### src/rtl/lk_bind_pkg.sv
package lk_bind_pkg;

  localparam int LK_CODE_MAX_W = 8;

  // Ordering rule for the rank: smaller code first, then smaller index.
  function automatic logic lk_goes_first(logic [LK_CODE_MAX_W-1:0] code_x, int idx_x,
                                         logic [LK_CODE_MAX_W-1:0] code_y, int idx_y);
    return (code_x < code_y) || ((code_x == code_y) && (idx_x < idx_y));
  endfunction

endpackage

### src/rtl/lk_epoch_timer.sv
module lk_epoch_timer #(
  parameter int EPOCH_LEN = 10000
) (
  input  logic clk,
  input  logic rst_n,
  output logic epoch_tick
);
  localparam int CNT_W = (EPOCH_LEN > 1) ? $clog2(EPOCH_LEN) : 1;
  localparam logic [CNT_W-1:0] LAST = CNT_W'(EPOCH_LEN - 1);

  logic [CNT_W-1:0] cnt_q;

  assign epoch_tick = (cnt_q == LAST);

  always_ff @(posedge clk or negedge rst_n) begin
    if (!rst_n)          cnt_q <= '0;
    else if (epoch_tick) cnt_q <= '0;
    else                 cnt_q <= cnt_q + 1'b1;
  end

  // an epoch closes and the next one begins from zero
  p_epoch_wrap_r2: assert property (@(posedge clk) disable iff (!rst_n)
    epoch_tick |=> (cnt_q == '0));

  // the counter never runs past the epoch length
  p_cnt_bound_r2: assert property (@(posedge clk) disable iff (!rst_n)
    cnt_q <= LAST);

endmodule

### src/rtl/lk_rank_sorter.sv
module lk_rank_sorter
  import lk_bind_pkg::*;
#(
  parameter int N_ALU  = 4,
  parameter int CODE_W = 3,
  parameter int IDX_W  = 2
) (
  input  logic                    clk,
  input  logic                    rst_n,
  input  logic [N_ALU*CODE_W-1:0] leak_code,
  input  logic                    epoch_tick,
  output logic [N_ALU*IDX_W-1:0]  order_flat
);
  // stage 1: sampled codes
  logic [CODE_W-1:0] smp_q  [N_ALU];
  // stage 2: rank per ALU plus the codes that produced it
  logic [IDX_W-1:0]  pos_d  [N_ALU];
  logic [IDX_W-1:0]  pos_q  [N_ALU];
  logic [CODE_W-1:0] snap_q [N_ALU];
  // committed order (position -> ALU) and its codes, by position
  logic [IDX_W-1:0]  order_d [N_ALU];
  logic [IDX_W-1:0]  order_q [N_ALU];
  logic [CODE_W-1:0] cmt_code_q [N_ALU];

  always_comb begin
    for (int a = 0; a < N_ALU; a++) begin
      int ahead;
      ahead = 0;
      for (int j = 0; j < N_ALU; j++) begin
        if (j != a && lk_goes_first(LK_CODE_MAX_W'(smp_q[j]), j, LK_CODE_MAX_W'(smp_q[a]), a))
          ahead = ahead + 1;
      end
      pos_d[a] = IDX_W'(ahead);
    end
  end

  always_comb begin
    for (int p = 0; p < N_ALU; p++) order_d[p] = IDX_W'(p);
    for (int a = 0; a < N_ALU; a++) order_d[pos_q[a]] = IDX_W'(a);
  end

  always_ff @(posedge clk or negedge rst_n) begin
    if (!rst_n) begin
      for (int a = 0; a < N_ALU; a++) begin
        smp_q[a]      <= '0;
        snap_q[a]     <= '0;
        pos_q[a]      <= IDX_W'(a);
        order_q[a]    <= IDX_W'(a);
        cmt_code_q[a] <= '0;
      end
    end else begin
      for (int a = 0; a < N_ALU; a++) begin
        smp_q[a]  <= leak_code[a*CODE_W +: CODE_W];
        snap_q[a] <= smp_q[a];
        pos_q[a]  <= pos_d[a];
      end
      if (epoch_tick) begin
        for (int p = 0; p < N_ALU; p++) begin
          order_q[p]    <= order_d[p];
          cmt_code_q[p] <= snap_q[order_d[p]];
        end
      end
    end
  end

  genvar gp;
  generate
    for (gp = 0; gp < N_ALU; gp++) begin : g_out
      assign order_flat[gp*IDX_W +: IDX_W] = order_q[gp];
    end
  endgenerate

  // Checks on the committed order
  logic [N_ALU-1:0] order_cover;
  logic             order_sorted;
  always_comb begin
    order_cover  = '0;
    order_sorted = 1'b1;
    for (int p = 0; p < N_ALU; p++) order_cover[order_q[p]] = 1'b1;
    for (int p = 0; p + 1 < N_ALU; p++) begin
      if (cmt_code_q[p] > cmt_code_q[p+1]) order_sorted = 1'b0;
      if (cmt_code_q[p] == cmt_code_q[p+1] && order_q[p] > order_q[p+1]) order_sorted = 1'b0;
    end
  end

  // the committed order names every ALU exactly once
  p_order_perm_r3: assert property (@(posedge clk) disable iff (!rst_n)
    &order_cover);

  // ascending code, ties by ascending index
  p_order_sorted_r3: assert property (@(posedge clk) disable iff (!rst_n)
    order_sorted);

  // the order moves only at an epoch boundary
  p_order_hold_r8: assert property (@(posedge clk) disable iff (!rst_n)
    !epoch_tick |=> $stable(order_flat));

endmodule

### src/rtl/lk_issue_steer.sv
module lk_issue_steer #(
  parameter int N_ALU = 4,
  parameter int OP_W  = 16,
  parameter int IDX_W = 2
) (
  input  logic [N_ALU*IDX_W-1:0] order_flat,
  input  logic [N_ALU-1:0]       avail,
  input  logic [N_ALU-1:0]       op_valid,
  input  logic [N_ALU*OP_W-1:0]  op_data,
  output logic [N_ALU-1:0]       alu_issue,
  output logic [N_ALU*IDX_W-1:0] alu_sel,
  output logic [N_ALU*OP_W-1:0]  alu_op,
  output logic [N_ALU-1:0]       op_accept,
  output logic                   fill_gap
);
  localparam int CNT_W = IDX_W + 1;

  function automatic logic [CNT_W-1:0] ones_below(logic [N_ALU-1:0] v, int lim);
    logic [CNT_W-1:0] c;
    c = '0;
    for (int q = 0; q < N_ALU; q++)
      if (q < lim) c = c + CNT_W'(v[q]);
    return c;
  endfunction

  logic [IDX_W-1:0] ord    [N_ALU];
  logic [IDX_W-1:0] pos_of [N_ALU];
  logic [N_ALU-1:0] avail_pos;
  logic [CNT_W-1:0] n_avail;
  logic [CNT_W-1:0] vrank  [N_ALU];

  always_comb begin
    for (int p = 0; p < N_ALU; p++) begin
      ord[p]       = order_flat[p*IDX_W +: IDX_W];
      avail_pos[p] = avail[ord[p]];
    end
    for (int a = 0; a < N_ALU; a++) begin
      pos_of[a] = '0;
      for (int p = 0; p < N_ALU; p++)
        if (ord[p] == IDX_W'(a)) pos_of[a] = IDX_W'(p);
    end
    n_avail = ones_below(avail, N_ALU);
    for (int s = 0; s < N_ALU; s++) begin
      vrank[s]     = ones_below(op_valid, s);
      op_accept[s] = op_valid[s] && (vrank[s] < n_avail);
    end
  end

  // One 4-to-1 select per ALU port
  always_comb begin
    for (int a = 0; a < N_ALU; a++) begin
      logic [CNT_W-1:0] arank;
      logic             hit;
      logic [IDX_W-1:0] src;
      arank = ones_below(avail_pos, int'(pos_of[a]));
      hit   = 1'b0;
      src   = '0;
      for (int s = 0; s < N_ALU; s++) begin
        if (op_valid[s] && vrank[s] == arank) begin
          hit = 1'b1;
          src = IDX_W'(s);
        end
      end
      alu_issue[a] = avail[a] && hit;
      alu_sel[a*IDX_W +: IDX_W] = alu_issue[a] ? src : '0;
      alu_op[a*OP_W +: OP_W]    = alu_issue[a] ? op_data[src*OP_W +: OP_W] : '0;
    end
  end

  // Observation: an issued ALU ranked below an idle available one
  always_comb begin
    logic idle_seen;
    idle_seen = 1'b0;
    fill_gap  = 1'b0;
    for (int p = 0; p < N_ALU; p++) begin
      if (avail_pos[p] && !alu_issue[ord[p]]) idle_seen = 1'b1;
      if (alu_issue[ord[p]] && idle_seen)     fill_gap  = 1'b1;
    end
  end

endmodule

### src/rtl/lk_bind_top.sv
module lk_bind_top #(
  parameter int N_ALU     = 4,
  parameter int CODE_W    = 3,
  parameter int OP_W      = 16,
  parameter int EPOCH_LEN = 10000,
  parameter int IDX_W     = (N_ALU > 1) ? $clog2(N_ALU) : 1
) (
  input  logic                    clk,
  input  logic                    rst_n,
  input  logic [N_ALU*CODE_W-1:0] alu_leak_code,
  input  logic [N_ALU-1:0]        alu_avail,
  input  logic [N_ALU-1:0]        op_valid,
  input  logic [N_ALU*OP_W-1:0]   op_data,
  output logic [N_ALU-1:0]        alu_issue,
  output logic [N_ALU*IDX_W-1:0]  alu_sel,
  output logic [N_ALU*OP_W-1:0]   alu_op,
  output logic [N_ALU-1:0]        op_accept
);
  logic                   epoch_tick;
  logic [N_ALU*IDX_W-1:0] order_flat;
  logic                   fill_gap;

  lk_epoch_timer #(.EPOCH_LEN(EPOCH_LEN)) u_timer (
    .clk(clk), .rst_n(rst_n), .epoch_tick(epoch_tick)
  );

  lk_rank_sorter #(.N_ALU(N_ALU), .CODE_W(CODE_W), .IDX_W(IDX_W)) u_sorter (
    .clk(clk), .rst_n(rst_n), .leak_code(alu_leak_code),
    .epoch_tick(epoch_tick), .order_flat(order_flat)
  );

  lk_issue_steer #(.N_ALU(N_ALU), .OP_W(OP_W), .IDX_W(IDX_W)) u_steer (
    .order_flat(order_flat), .avail(alu_avail), .op_valid(op_valid), .op_data(op_data),
    .alu_issue(alu_issue), .alu_sel(alu_sel), .alu_op(alu_op),
    .op_accept(op_accept), .fill_gap(fill_gap)
  );

  // work fills the available ALUs from the top of the order
  p_fill_prefix_r4: assert property (@(posedge clk) disable iff (!rst_n)
    !fill_gap);

  // a gated ALU never issues
  p_gated_idle_r5: assert property (@(posedge clk) disable iff (!rst_n)
    (alu_issue & ~alu_avail) == '0);

  // one issue per accepted slot, and only valid slots accepted
  p_accept_count_r6: assert property (@(posedge clk) disable iff (!rst_n)
    $countones(alu_issue) == $countones(op_accept));
  p_accept_valid_r6: assert property (@(posedge clk) disable iff (!rst_n)
    (op_accept & ~op_valid) == '0);

endmodule

### config.mk
export PLATFORM = sky130hd
export DESIGN_NAME = lk_bind_top
export DESIGN_NICKNAME = d
export VERILOG_FILES = /design/src/rtl/lk_bind_pkg.sv /design/src/rtl/lk_epoch_timer.sv /design/src/rtl/lk_rank_sorter.sv /design/src/rtl/lk_issue_steer.sv /design/src/rtl/lk_bind_top.sv
export SDC_FILE = /design/constraint.sdc
export NUM_CORES = 1
export LEC_CHECK = 0
export BUFFER_PORTS_ARGS = -buffer_cell sky130_fd_sc_hd__buf_4
export CAP_MARGIN = 20
export CORE_AREA = 2 2 108 163
export DETAILED_ROUTE_END_ITERATION = 10
export DIE_AREA = 0 0 110 165
export PLACE_DENSITY_LB_ADDON = 0.1
export SETUP_SLACK_MARGIN = 0.15
export SYNTH_ARGS = -nofsm -noshare
export SYNTH_HDL_FRONTEND = slang
export SYNTH_SLANG_ARGS = --single-unit
### constraint.sdc
create_clock -name clk -period 6.4 [get_ports clk]
set_input_delay 1.28 -clock clk [delete_from_list [all_inputs] [get_ports clk]]
set_output_delay 1.28 -clock clk [all_outputs]
set_load 0.005 [all_outputs]
; ---- After elaboration in Yosys (flattened, before gate mapping)
; Cells that the tools add are included.
[word_totals]
reg_bits = 42
in_bits = 86
out_inout_bits = 80
word_cells = 246
[classes]
add_sub_neg = 22
order_cmp = 39
n_eq_ne = 28
n_shift = 4
muxes = 87
n_bitwise = 12
reduce_logical = 41
[op_table]
columns = op, n
row1 = indexed part select 64 x 7 -> 16 bit, 4
row2 = 2-to-1 mux 16 bit, 4
row3 = 2-to-1 mux 2 bit, 32
row4 = equality test 3 bit, 14
row5 = < comparator 3 bit, 14
row6 = 2-to-1 mux 1 bit, 35
row7 = logical AND 1 bit, 28
row8 = 2-to-1 mux 3 bit, 8
row9 = adder 3 x 1 -> 3 bit, 7
row10 = demux 2 bit (select 2 bit), 4
row11 = < comparator 1 x 2 -> 1 bit (first input constant), 8
row12 = adder 14 x 1 -> 14 bit (second input constant), 1
row13 = equality test 14 bit (second input constant), 1
row14 = 2-to-1 mux 14 bit, 1
row15 = adder 1 x 1 -> 2 bit, 6
row16 = equality test 1 x 3 -> 1 bit, 4
row17 = equality test 2 bit (second input constant), 6
row18 = >= comparator 3 bit (second input constant), 4
row19 = logical NOT 3 bit, 4
row20 = < comparator 3 x 1 -> 1 bit (second input constant), 4
row21 = inverter 2 -> 3 bit, 4
row22 = inverter 4 bit, 3
row23 = < comparator 2 x 3 -> 1 bit (second input constant), 3
row24 = adder 1 x 1 -> 2 bit (second input constant), 4
row25 = 13 further kinds, 30

; ---- Longest topological paths before layout
[depth]
word_depth = 18
mapped_depth = 18
depth_no_buf = 15

; ---- Hierarchy
; From an unflattened synthesis, not the netlist that was laid out.
[unflattened]
cells_unflattened = 801
hier_area_um2 = 6144.6
[modules_own_cells]
columns = module, instances, cells_each, area_per_inst_um2, seq_area_each_um2
row1 = lk_issue_steer, 1, 594, 3921.3, 0.0
row2 = lk_rank_sorter, 1, 145, 1555.2, 710.7
row3 = lk_epoch_timer, 1, 62, 668.1, 350.3

; ---- Worst setup path after synthesis
; No wires, ideal clock.
[synth_timing]
kind = input-to-output
from = input port alu_avail[3]
to = output port alu_op[10]
arrival_time_ns = 4.746
t_required_ns = 5.120
slack_ns = 0.374
cell_stages = 16
path_buffers = 3
path_cell_list = mux4_2 > buf_6 > o21a_1 > ha_1 > nand2_1 > o21ai_0 > ha_1 > ha_1 > or3b_2 > o211a_1 > nor4_4 > a22o_1 > and2_1 > buf_2 > buf_2 > a2bb2oi_1
[synth_via]
elab_chain_len = 15
word_cells_on_any_way = 29
classes_between = add/sub: 2 / eq/ne: 3 / shift: 1 / mux: 17 / reduce/logical: 6
[synth_lines]
columns = item, line_no
row1 = start: declaration, lk_bind_top.sv:11  ; input logic [N_ALU-1:0] alu_avail,
row2 = binary-select mux 1 bit (select 2 bit), lk_issue_steer.sv:35  ; avail_pos[p] = avail[ord[p]];
row3 = 2-to-1 mux 1 bit (implied by the code), lk_issue_steer.sv:35
row4 = 2-to-1 mux 1 bit, lk_issue_steer.sv:22  ; if (q < lim) c = c + CNT_W'(v[q]);
row5 = adder 1 x 1 -> 2 bit, lk_issue_steer.sv:22
row6 = 2-to-1 mux 3 bit, lk_issue_steer.sv:22
row7 = adder 3 x 1 -> 3 bit, lk_issue_steer.sv:22
row8 = 2-to-1 mux 3 bit *, lk_issue_steer.sv:22
row9 = branches (longest 7 deep; another with indexed part select 64 x 7 -> 16 bit), n/a
row10 = 2-to-1 mux 16 bit *, lk_issue_steer.sv:66  ; alu_op[a*OP_W +: OP_W] = alu_issue[a] ? op_data[src*OP_W +: OP_W] : '0;
row11 = end: declaration, lk_bind_top.sv:16  ; output logic [N_ALU*OP_W-1:0] alu_op,
; Every way passes the cells marked *. The select of a mux whose other input is x is not followed.

; ---- Worst setup path after layout
[layout_timing]
from = input port alu_avail[0]
to = output port alu_op[21]
; The elaborated chain is that of the path after synthesis.

==> flow_metrics.tcl <==
set metrics [dict create \
    slew_violations 0 \
    p_leak_nw 3.77 \
    ys_async_sr_fraction_pct 100 \
    ctsLongestPathBuffers 2 \
    period_needed_ns 6.18 \
    layout-drive-gt1-share_pct 30.8 \
    crit_required_ns 5.12 \
    worst_hold_slack_ns 0.497 \
    power.total_w 0.00129 \
    fin_ws_ns 0.225 \
    min_path_type "reg2reg" \
    yosys_warnings 0 \
    clk_latency_ns 0.29 \
    endpoint_kind "primary output" \
    grt_max_degree 68 \
    max_clock_freq_ghz 0.162 \
    syn_area_per_cell_sq_um 7.42 \
    layoutNonFillerInstCount 1260 \
    port_buffers 165 \
    antenna_found_initial 0 \
    wl_per_cell_um 23.9 \
    hold_viol 0 \
    dr_total_vias 8095 \
    clkTransAtPathRegs_ns 0.05 \
    hold_start "u_timer.cnt_q[12]" \
    drt_iter0_markers 615 \
    cts_buffers 5 \
    coreArea_sq_um 16600 \
    grt_pass1_vias 7496 \
    p_per_area_nw_per_um2 147 \
    syn_to_final_growth_pct 33.9 \
    cap_violations 0 \
    netlist_instances 889 \
    dr.pass1.iters 7 \
    syn_area_sq_um 6600 \
    ys_ff_latch 42 \
    cts_root_buf "clkbuf_16" \
    r2r_start "u_sorter.smp_q[1]" \
    status "complete, no violations" \
    synth_seq_area_share_pct 16.1 \
    cp.arrival_ns 4.90 \
    die_w_um 110 \
    synthFlopType "dfrtp_1" \
    fin_nets 1186 \
    drc 0 \
    gp_congestion 1.00 \
    initial_core_util_pct 39.7 \
    slew_headroom_pct 44.0 \
    rsz0062_at_grt "true" \
    dp_slack_ns -0.0164 \
    fin_skew_ns 0.00385 \
    crit_type "in2out" \
    num_antenna_cells 0 \
    die_y_um 165 \
    post-route-period-util_pct 96.5 \
    worstSetupStartpoint "alu_avail[0]" \
    cts_sinks 42 \
    final_core_util_pct 53.2 \
    cts_tree "done" \
    wl_mm 30.1 \
    worst_slew_pin_slew_ns 0.839 \
    peakVddDrop_uv 306 \
    place_inst 1234 \
    place.detailed.hpwl_mm 22.4 \
    row_count 58 \
    grt.total_usage_pct 32.0 \
    startpoint_type "input port" \
    cts_max_level 2 \
    synth_edf_count 0 \
    synth_cell_types 72 \
    die-area_sq_um 18200 \
    vias_per_cell 6.42 \
    rrSetupSlack_ns 4.43 \
    overflow 0 \
    drtAntennaViolNets 0 \
    cp_max_fo 8 \
    ios 166 \
    final-setup-viol-count 0 \
    synthesis.nets 1025 \
    grt_first_pass_wirelength_mm 43.3 \
]
-- state kept, by name, indices dropped and copies added (netlist names) --
register             count
u_timer.cnt_q           14
u_sorter.smp_q          12
u_sorter.order_flat      8
u_sorter.pos_q           8
-- routing by layer --
metal | wire length (um) | share of wire, % | track usage (%) | up-vias
li1 | - | - | - | 3678
met1 | 10200 | 34 | 32.5 | 3838
met2 | 14600 | 49 | 55.0 | 438
met3 | 2280 | 7.6 | 5.52 | 141
met4 | 3040 | 10 | 28.0 | 0
met5 | 0 | 0 | 0 | -
-- worst max-delay path, stage by stage --
cell and delay [ns]:
buf_4 0.14, mux4_2 0.52, a21boi_4 0.18, ha_4 0.25, mux2_4 0.26, ha_1 0.18
ha_2 0.18, or3b_4 0.43, a2bb2oi_4 0.16, a2111oi_4 0.38, buf_4 0.20, buf_12 0.12
a32o_1 0.12, o221ai_1 0.15, a21boi_2 0.20, buf_4 0.14
-- final timing paths --
kind / to / depth (start not counted)
setup / recovery: alu_op[21] / 16
setup reg to reg: u_sorter.pos_q[0] / 7
hold / removal: u_timer.cnt_q[12] / 1
hold reg to reg: u_timer.cnt_q[12] / 1
max in group asynchronous: u_sorter.order_flat[7] / 1
min in group asynchronous: u_timer.cnt_q[8] / 1
-- cell type report --
class	instances	area (sq um)
Tap cell	210	263
Fill cell	1656	7780
Sequential cell	42	1060
Clock buffer	5	125
Timing Repair Buffer	227	1840
Inverter	34	128
Clock inverter	2	10.0
Multi-Input combinational cell	740	5410
-- cell usage after synthesis (3+ instances only) --
| master | count | area, sq um |
|---|---|---|
| xor2_1 | 14 | 123 |
| xnor2_1 | 17 | 149 |
| o211ai_1 | 21 | 158 |
| a21boi_1 | 10 | 75.1 |
| dfrtp_1 | 34 | 851 |
| a21boi_0 | 10 | 75.1 |
| nor3b_1 | 3 | 22.5 |
| inv_1 | 34 | 128 |
| a32oi_1 | 16 | 140 |
| a22o_1 | 18 | 158 |
| nor2b_1 | 22 | 138 |
| buf_1 | 5 | 18.8 |
| nand3_1 | 17 | 85.1 |
| a32o_1 | 17 | 170 |
| nor3_1 | 28 | 140 |
| o21a_1 | 9 | 67.6 |
| a211oi_2 | 8 | 100 |
| nor2_1 | 62 | 233 |
| nand3b_1 | 4 | 30.0 |
| and2_1 | 12 | 75.1 |
| buf_2 | 10 | 50.1 |
| o21ai_0 | 110 | 551 |
| dfstp_2 | 8 | 210 |
| a31oi_1 | 4 | 25.0 |
| ha_1 | 48 | 601 |
| a2bb2oi_1 | 19 | 166 |
| nand2b_1 | 12 | 75.1 |
| mux4_2 | 3 | 67.6 |
| o221ai_1 | 19 | 166 |
| a21oi_1 | 33 | 165 |
| buf_6 | 3 | 33.8 |
| mux2i_1 | 3 | 30.0 |
| a221oi_1 | 17 | 149 |
| clkbuf_1 | 54 | 203 |
| nand2_1 | 89 | 334 |
| or3b_2 | 4 | 35.0 |
| and3b_1 | 3 | 26.3 |
| and3_1 | 22 | 138 |
| a211oi_1 | 27 | 203 |
-- power by group --
group	total [W]	internal, W	leakage [nW]	switching, W
Sequential	0.000315	0.000291	0.507	0.0000238
Combinational	0.000742	0.000339	3.20	0.000403
Clock	0.000238	0.000141	0.0694	0.0000970
-- through the flow --
stage / instance area (sq um) / setup TNS, ns
finish: 8830 / 0
floorplan: 6600 / 0
global placement: 8180 / 0
global route: 8830 / 0
CTS: 8390 / 0
detailed placement: 8180 / -0.0164
-- logic make-up (layout without fill, tap and decap cells) --
logic type | Yosys count | in the layout | share of synthesized area (%)
DFF | 42 | 42 | 16.1
buffers and inverters | 108 | 268 | 6.79
adders and majority gates | 50 | 50 | 9.71
muxes | 8 | 8 | 1.82
AOI/OAI and AO/OA | 357 | 358 | 39.1
and+or+nand+nor | 293 | 293 | 22.4
xor gates and xnor gates | 31 | 31 | 4.12
-- what timing repair did --
action,CTS,global route
hold buffers,0,0
resized for setup,8,74
buffers inserted,3,10
gates cloned,1,5
endpoints found under the setup margin,50,64
pin swaps,3,30
-- cell usage in the layout, fill, tap and decap left out, drive strengths merged, types with 22 or more instances in the layout --
| master | instances |
|---|---|
| nor2 | 62 |
| a211oi | 35 |
| a21oi | 33 |
| nor2b | 22 |
| nor3 | 30 |
| ha | 48 |
| and3 | 22 |
| dfrtp | 34 |
| nand2 | 89 |
| buf | 224 |
| inv | 34 |
| o21ai | 112 |
Note: power is estimated with default switching activity, not from simulation.
